**src/rtl/lru_pkg.sv**
```systemverilog
package lru_pkg;

   typedef enum logic [1:0] {
      OP_IDLE = 2'd0,
      OP_HIT  = 2'd1,
      OP_MISS = 2'd2
   } lru_op_e;

endpackage

```
**src/rtl/lru_age_cell.sv**
```systemverilog
module lru_age_cell
   import lru_pkg::*;
#(
   parameter int unsigned IDX_W = 2,
   parameter logic [IDX_W-1:0] INIT = '0
) (
   input  logic             clk,
   input  logic             rst_n,
   input  lru_op_e          op,
   input  logic             sel,
   input  logic [IDX_W-1:0] ref_rank,
   output logic [IDX_W-1:0] rank_q
);

   logic [IDX_W-1:0] rank_d;

   always_comb begin
      rank_d = rank_q;
      unique case (op)
         OP_HIT: begin
            if (sel)
               rank_d = '0;
            else if (rank_q < ref_rank)
               rank_d = rank_q + IDX_W'(1);
         end
         OP_MISS: begin
            if (sel)
               rank_d = '0;
            else
               rank_d = rank_q + IDX_W'(1);
         end
         default: rank_d = rank_q;
      endcase
   end

   always_ff @(posedge clk or negedge rst_n) begin
      if (!rst_n)
         rank_q <= INIT;
      else
         rank_q <= rank_d;
   end

endmodule

```
**src/rtl/lru_victim_pick.sv**
```systemverilog
module lru_victim_pick #(
   parameter int unsigned WAYS       = 4,
   parameter bit          RANK_MATCH = 1'b1,
   localparam int unsigned IDX_W     = $clog2(WAYS)
) (
   input  logic [WAYS*IDX_W-1:0] ranks,
   output logic [IDX_W-1:0]      pick_way
);

   localparam logic [IDX_W-1:0] TOP_RANK = IDX_W'(WAYS - 1);

   generate
      if (RANK_MATCH) begin : g_match
         always_comb begin
            pick_way = '0;
            for (int w = 0; w < WAYS; w++) begin
               if (ranks[w*IDX_W +: IDX_W] == TOP_RANK)
                  pick_way = IDX_W'(w);
            end
         end
      end else begin : g_scan
         logic [IDX_W-1:0] best_rank;
         always_comb begin
            pick_way  = '0;
            best_rank = ranks[IDX_W-1:0];
            for (int w = 1; w < WAYS; w++) begin
               if (ranks[w*IDX_W +: IDX_W] > best_rank) begin
                  best_rank = ranks[w*IDX_W +: IDX_W];
                  pick_way  = IDX_W'(w);
               end
            end
         end
      end
   endgenerate

endmodule

```
**src/rtl/lru_rank_tracker.sv**
```systemverilog
module lru_rank_tracker
   import lru_pkg::*;
#(
   parameter int unsigned WAYS       = 4,
   parameter bit          RANK_MATCH = 1'b1,
   localparam int unsigned IDX_W     = $clog2(WAYS)
) (
   input  logic                  clk,
   input  logic                  rst_n,
   input  logic                  hit_vld,
   input  logic [IDX_W-1:0]      hit_way,
   input  logic                  miss_vld,
   output logic                  victim_vld,
   output logic [IDX_W-1:0]      victim_way,
   output logic [WAYS*IDX_W-1:0] ranks_o
);

   generate
      if (WAYS < 2 || (WAYS & (WAYS - 1)) != 0) begin : g_bad_ways
         $error("lru_rank_tracker: WAYS must be a power of two and at least 2");
      end
   endgenerate

   lru_op_e          op;
   logic [IDX_W-1:0] pick_way;
   logic [IDX_W-1:0] hit_rank;
   logic [IDX_W-1:0] target_way;

   always_comb begin
      if (hit_vld)
         op = OP_HIT;
      else if (miss_vld)
         op = OP_MISS;
      else
         op = OP_IDLE;
   end

   assign hit_rank   = ranks_o[hit_way*IDX_W +: IDX_W];
   assign target_way = (op == OP_HIT) ? hit_way : pick_way;

   lru_victim_pick #(
      .WAYS       (WAYS),
      .RANK_MATCH (RANK_MATCH)
   ) pick_i (
      .ranks    (ranks_o),
      .pick_way (pick_way)
   );

   for (genvar w = 0; w < WAYS; w++) begin : g_way
      lru_age_cell #(
         .IDX_W (IDX_W),
         .INIT  (IDX_W'(w))
      ) cell_i (
         .clk      (clk),
         .rst_n    (rst_n),
         .op       (op),
         .sel      (target_way == IDX_W'(w)),
         .ref_rank (hit_rank),
         .rank_q   (ranks_o[w*IDX_W +: IDX_W])
      );
   end

   always_ff @(posedge clk or negedge rst_n) begin
      if (!rst_n) begin
         victim_vld <= 1'b0;
         victim_way <= '0;
      end else begin
         victim_vld <= (op == OP_MISS);
         if (op == OP_MISS)
            victim_way <= pick_way;
      end
   end

endmodule

```
**config.mk**
```make
export PLATFORM = sky130hd
export DESIGN_NAME = lru_rank_tracker
export DESIGN_NICKNAME = d
export VERILOG_FILES = /design/src/rtl/lru_pkg.sv /design/src/rtl/lru_age_cell.sv /design/src/rtl/lru_victim_pick.sv /design/src/rtl/lru_rank_tracker.sv
export SDC_FILE = /design/constraint.sdc
export NUM_CORES = 1
export LEC_CHECK = 0
export ABC_AREA = 1
export BUFFER_PORTS_ARGS = -buffer_cell sky130_fd_sc_hd__buf_4
export CAP_MARGIN = 20
export CORE_ASPECT_RATIO = 1.2
export CORE_MARGIN = 3
export CORE_UTILIZATION = 40
export CTS_CLUSTER_SIZE = 8
export DETAILED_ROUTE_END_ITERATION = 12
export PLACE_DENSITY = 0.62
export SYNTH_ARGS = -nofsm -noshare
export SYNTH_HDL_FRONTEND = slang
export SYNTH_SLANG_ARGS = --single-unit
```
**constraint.sdc**
```tcl
create_clock -name clk -period 3.41 [get_ports clk]
set_input_delay 1.023 -clock clk [delete_from_list [all_inputs] [get_ports clk]]
set_output_delay 1.023 -clock clk [all_outputs]
set_load 0.02 [all_outputs]
```
==> results of run 1 <==
==> how the worst max path moves through the flow <==
| stage | end | slack [ns] | cells past startpoint |
|---|---|---|---|
| global route | g_way[2].cell_i.rank_q[0] | 1.15 | 11 |
| finish | g_way[0].cell_i.rank_q[1] | 1.27 | 11 |
| floorplan | g_way[1].cell_i.rank_q[1] | 1.29 | 10 |
| CTS | g_way[1].cell_i.rank_q[1] | 1.27 | 11 |
| global placement | g_way[1].cell_i.rank_q[1] | 1.04 | 11 |
| detailed placement | g_way[1].cell_i.rank_q[1] | 1.0 | 11 |
==> routing by layer <==
| metal | share of wire | routed length [µm] | global-route usage |
|---|---|---|---|
| met1 | 0.46 | 808 | 0.192 |
| met4 | 0.0062 | 11 | 0.0385 |
| met2 | 0.51 | 895 | 0.248 |
| met5 | 0 | 0 | 0 |
| met3 | 0.032 | 56 | 0.0609 |
==> kinds of logic (layout without fill, tap and decap cells) <==
group                    count (synthesis)  in the layout  synth area share
XOR/XNOR                                 1              1            0.0104
adder cells (fa/ha/maj)                  7              7             0.104
flip-flops                              11             11             0.332
buffers and inverters                   21             40            0.0949
AO/OA/AOI/OAI                           11             11            0.0712
AND/OR/NAND/NOR                         75             75             0.387
==> through the flow <==
step / hold WS [ns] / cells
finish: 0.499 / 164
detailed placement: 0.491 / 160
CTS: 0.505 / 164
floorplan: 0.514 / 126
global route: 0.530 / 164
global placement: 0.477 / 160
==> layout by cell type, fill, tap and decap left out, types with 4 or more instances in the layout <==
cell,n
nand2_1,44
inv_1,16
buf_4,16
nand3_1,12
nor2_1,10
ha_1,7
dfrtp_1,7
nand2_2,6
a21oi_1,5
inv_2,4
dfstp_2,4
==> area by class of cell <==
cell class,count,area (µm²)
clock buffers,4,26.3
fillers,221,906
inverters,20,75.1
multi-input cells,94,483
flip-flops and latches,11,280
well taps,19,23.8
repair buffers,16,120
==> where the power goes <==
part	internal (W)	switching, W	total, W	leakage, nW
sequential	0.000206	0.0000785	0.000284	0.131
clock	0.0000451	0.0000382	0.0000833	0.0150
combinational	0.000223	0.000303	0.000526	0.430
total	0.000474	0.000420	0.000894	0.576
==> sequential cells by signal, summed over array words and instances, names as in the netlist <==
name                 flops
victim_vld               1
g_way.cell_i.rank_q      8
victim_way               2
==> worst reg2reg max path, stage by stage (launching register included) <==
cell and delay [ns]:
dfstp_2 0.58, nand2_1 0.07, a32o_1 0.28, ha_1 0.29, nand2_1 0.06, nand2_1 0.06
nand2_2 0.08, nand2_2 0.06, nand2_1 0.07, nand2_1 0.05
==> impl_metrics.ini, run 1 <==
[outcome]
outcome = finished, final reports clean

[global_routing]
grt_start_max_net_pins = 13
gr-total-overflow = 0
grt_pass1_vias = 778
antenna_found_initial = 0
grtUsageTotal = 0.156
grt_pass1_wl_um = 3130

[worst_hold_path]
holdPathStages = 2
min_from = victim_way[1]
hp-class = register to register
min_to = victim_way[1]

[cells_and_area]
layout-drive-gt1-share = 0.241
area_growth_pct = 19.6
layout.nets = 159
diodes = 0
fin_area_um2 = 1010
final_util = 0.527

[logic_synthesis]
synth-async-reset-ratio = 1.00
seq_area_frac_synth = 0.332
yosys-top-cells-count = 44 x nand2_1, 16 x inv_1, 12 x nand3_1
ys_ff_latch = 11
ys_types = 17
syn_nets = 139
yosys_warnings = 0
synth.largest_area_cell = dfrtp_1
ys_top_cells_by_area = dfrtp_1 21%, nand2_1 20%, dfstp_2 12%, ha_1 10%, nand3_1 7.1%
netlist_instances = 126
avgSynthCellArea_um2 = 6.69
syn_area_um2 = 843
yosysMostFrequentCell = nand2_1
synth-edff-count = 0
synth-main-ff-cell = dfrtp_1
synth_top_area_frac = 0.208

[place]
port_buffers = 16
place.detailed.hpwl_um = 1420
place_congestion = 0.778
place_ws_ns = 0.999
place_area_um2 = 982

[routing]
first_pass_iters = 4
wl_per_cell_um = 10.8
drc = 0
drt_iter0_markers = 6
drt_wl_total_um = 1770
via_count = 793
ant_nets = 0
vias_per_cell = 4.84

[critical_path]
cp.arrival_ns = 2.29
cp_num_buf_inv = 2
cp-start-kind = input port
r2r_slack_ns = 1.71
cp_max_fo = 8
cp_top_family = simple AND/OR/NAND/NOR gates
r2r-start = g_way[2].cell_i.rank_q[1]
path_common_cell = nand2_1
r2r-end = g_way[0].cell_i.rank_q[1]
worstPathRequired_ns = 3.56
critical_path.slowest_cell = ha_1
timing.critical_path.from = hit_way[0]
critPathMaxStageDelay_ns = 0.29
cp-end-kind = register
rr_worst_depth = 9
critPathKind = input port to register
path_cells = buf_4 -> inv_2 -> nand2_1 -> a32o_1 -> ha_1 -> nand2_1 -> nand2_1 -> nand2_2 -> nand2_2 -> nand2_1 -> nand2_1

[floorplanning]
die_h_um = 56.3
start_util = 0.441
die-area_um2 = 2700
dieWidth_um = 47.9
fp-row-count = 17
core-area_um2 = 1910
ios = 17

[timing]
setup_viol = 0
slew_headroom = 0.710
clock_skew_ns = 0.00275
worst_slew_pin_slew_ns = 0.434
hold_violations = 0
report.final.slew_viol_count = 0
rsz0062_at_grt = false
period_minus_slack_ns = 2.14
post-route-period-util = 0.627
final.setup.worst_slack_ns = 1.27
max_freq_mhz = 468
setup-tns-final_ns = 0

[clocking]
clk_pin_slew_ns = 0.06
cts-resized-gates = 0
clockBufferDepth = 2
hold_buffers = 0
clock_latency_ns = 0.26
cts_tree = done
cts_max_level = 1
cts.sinks = 11
post_cts_buffers = 0
cts_inserted_buffers = 3
cts_root_buf = clkbuf_4

[power_and_ir_drop]
p_per_area_nw_per_um2 = 887
power.leakage_nw = 0.576
max-vdd-ir-drop_uv = 421
p_total_w = 0.000894

[run]
cap_violations = 0
No activity file was read; power rests on OpenSTA's default activity.
==> run 2: changes to the inputs <==
--- a/config.mk
+++ b/config.mk
@@ -5,7 +5,7 @@
 export SDC_FILE = /design/constraint.sdc
 export NUM_CORES = 1
 export LEC_CHECK = 0
-export ABC_AREA = 1
+export ABC_AREA = 0
 export BUFFER_PORTS_ARGS = -buffer_cell sky130_fd_sc_hd__buf_4
 export CAP_MARGIN = 20
 export CORE_ASPECT_RATIO = 1.2
@@ -13,7 +13,7 @@
 export CORE_UTILIZATION = 40
 export CTS_CLUSTER_SIZE = 8
 export DETAILED_ROUTE_END_ITERATION = 12
-export PLACE_DENSITY = 0.62
+export PLACE_DENSITY = 0.63
 export SYNTH_ARGS = -nofsm -noshare
 export SYNTH_HDL_FRONTEND = slang
 export SYNTH_SLANG_ARGS = --single-unit
==> constraint.sdc (replaced) <==
create_clock -name clk -period 2.12 [get_ports clk]
set_input_delay 0.636 -clock clk [delete_from_list [all_inputs] [get_ports clk]]
set_output_delay 0.636 -clock clk [all_outputs]
set_load 0.02 [all_outputs]
==> run 2 against run 1 <==
- clock-buffer cell count unchanged
- non-clock buffer count grew 12
- sequential power grew 54%
- largest cell class unchanged
- largest power group unchanged
- highest routed layer unchanged
==> impl_metrics.ini, run 2 <==
[power_and_ir_drop]
max-vdd-ir-drop_uv = 687
p_total_w = 0.00171
power.leakage_nw = 0.532
p_per_area_nw_per_um2 = 1550

[cells_and_area]
final_cells = 134
final_common_cell = buf_4
layout.nets = 129
top_register = g_way.cell_i.rank_q
area_growth_pct = 37.4
layout-drive-gt1-share = 0.426
final_util = 0.590
fillers = 158
top_regs = g_way.cell_i.rank_q x8, victim_way x2, victim_vld x1
diodes = 0
largest_reg_flops = 8
layout_common_cells = 28 x buf_4, 9 x inv_1, 8 x nand2_1

[floorplanning]
core-area_um2 = 1870
die_h_um = 55.1
die-area_um2 = 2580
start_util = 0.429
dieWidth_um = 46.9
ios = 17
fp-row-count = 17

[critical_path]
cp_max_fo = 4
worstPathRequired_ns = 2.32
critical_path.slowest_cell = mux4_2
cp-end-kind = register
path_cells = buf_4 -> mux4_2 -> inv_4 -> ha_4 -> o21ai_1 -> o21ai_2 -> o31ai_2 -> mux2_1
cp_top_family = multiplexers
cp.arrival_ns = 2.23
critPathKind = input port to register
critPathMaxStageDelay_ns = 0.51
cp_num_buf_inv = 2
cp-start-kind = input port

[place]
placedCellCount = 130
place.detailed.hpwl_um = 1540
port_buffers = 16
place_congestion = 0.799

[logic_synthesis]
avgSynthCellArea_um2 = 9.56
synth_top_family_by_area = compound AO/OA/AOI/OAI gates
synth.largest_area_cell = dfrtp_1
ys_types = 29
synth_xor_xnor_area_share = 0
yosys.area_share.simple = 0.154
synth-adder-area-share = 0.109
synth-edff-count = 0
synthMuxAreaShare = 0.114
yosys_warnings = 0
ys_top_cells_by_area = dfrtp_1 22%, dfstp_2 13%, ha_1 11%, o21ai_0 5.6%, o31ai_1 5.6%
synth-main-ff-cell = dfrtp_1
synth_compound_area_frac = 0.221
yosys-top-cells-count = 10 x inv_1, 9 x o21ai_0, 8 x nand2_1
seq_area_frac_synth = 0.349
synth-async-reset-ratio = 1.00
ys_ff_latch = 11
syn_area_um2 = 803
yosysMostFrequentCell = inv_1
netlist_instances = 84
syn_nets = 97
synth_top_area_frac = 0.218

[timing]
clock_skew_ns = 0.00591
slew_headroom = 0.650
rsz0062_at_grt = false
post-route-period-util = 0.958
period_minus_slack_ns = 2.03
report.final.slew_viol_count = 0
setup-tns-final_ns = 0
setup_viol = 0
worst_slew_pin_slew_ns = 0.521
max_freq_mhz = 493
hold_violations = 0

[clocking]
cts_tree = done
post_cts_buffers = 0
cts_max_level = 1
cts.sinks = 11
hold_buffers = 0
clock_latency_ns = 0.28
clockBufferDepth = 2
cts-resized-gates = 0
cts_root_buf = clkbuf_4
clk_pin_slew_ns = 0.08
cts_inserted_buffers = 3

[routing]
wl_per_cell_um = 14.3
first_pass_iters = 4
drt_wl_total_um = 1920
via_count = 728
ant_nets = 0
vias_per_cell = 5.43
drt_iter0_markers = 16
drc = 0

[worst_hold_path]
hp-class = input port to asynchronous set/reset pin

[global_routing]
grt_start_max_net_pins = 12
gr-total-overflow = 0
grt_pass1_wl_um = 3220
grt_pass1_vias = 734
antenna_found_initial = 0
grtUsageTotal = 0.178

[outcome]
outcome = finished, final reports clean

[run]
cap_violations = 0
-- run 2: cell types whose count changed after synthesis, sizes merged, moves of 3 or more --
cell	before	now
nand2	50	9
nand3	14	0
inv	20	10
o31ai	0	7
nor2	10	5
o21ai	5	9
a21oi	5	2
-- run 2: area by class of cell --
type                            count  area [µm²]  area share
Timing Repair Buffer               28         210       0.190
Sequential cell                    11         280       0.254
Multi-Input combinational cell     62         523       0.474
Clock buffer                        4        26.3      0.0238
Inverter                           10        40.0      0.0363
Tap cell                           19        23.8      0.0215
-- run 2: final timing paths --
path / startpoint / end / slack, ns / cells after the start
max: hit_way[0] / g_way[3].cell_i.rank_q[1] / 0.09 / 8
min: rst_n / g_way[1].cell_i.rank_q[1] / 0.18 / 1
max reg2reg: g_way[2].cell_i.rank_q[1] / g_way[0].cell_i.rank_q[1] / 0.16 / 6
min reg2reg: victim_way[0] / victim_way[0] / 0.49 / 2
max in group asynchronous: rst_n / g_way[2].cell_i.rank_q[1] / 1.71 / 1
min in group clk: victim_way[0] / victim_way[0] / 0.49 / 2
-- run 2: cell families after synthesis --
family | count (synthesis)
multiplexers | 6
buffers and inverters | 11
adder cells (fa/ha/maj) | 7
AND/OR/NAND/NOR | 23
flip-flops | 11
AO/OA/AOI/OAI | 26
-- run 2: power breakdown --
part | internal (W) | leakage [nW] | total, W | switching, W
clock network | 0.0000730 | 0.0150 | 0.000152 | 0.0000794
registers | 0.000340 | 0.130 | 0.000437 | 0.0000969
logic | 0.000551 | 0.388 | 0.00113 | 0.000574
-- run 2: stage by stage --
step / worst slack (ns) / hold WS (ns) / instance area, µm²
2_1_floorplan: -0.0264 / 0.340 / 840
3_3_place_gp: -0.202 / 0.471 / 1070
3_5_place_dp: -0.265 / 0.476 / 1070
4_1_cts: 0.0406 / 0.179 / 1090
5_1_grt: 0.00762 / 0.179 / 1100
6_report: 0.0896 / 0.176 / 1100
-- run 2: per-layer routing --
metal | share of wire | global-route usage | vias up
met4 | 0.021 | 0.101 | 0
li1 | - | - | 370
met5 | 0 | 0 | -
met3 | 0.040 | 0.0194 | 5
met2 | 0.48 | 0.290 | 14
met1 | 0.46 | 0.225 | 339
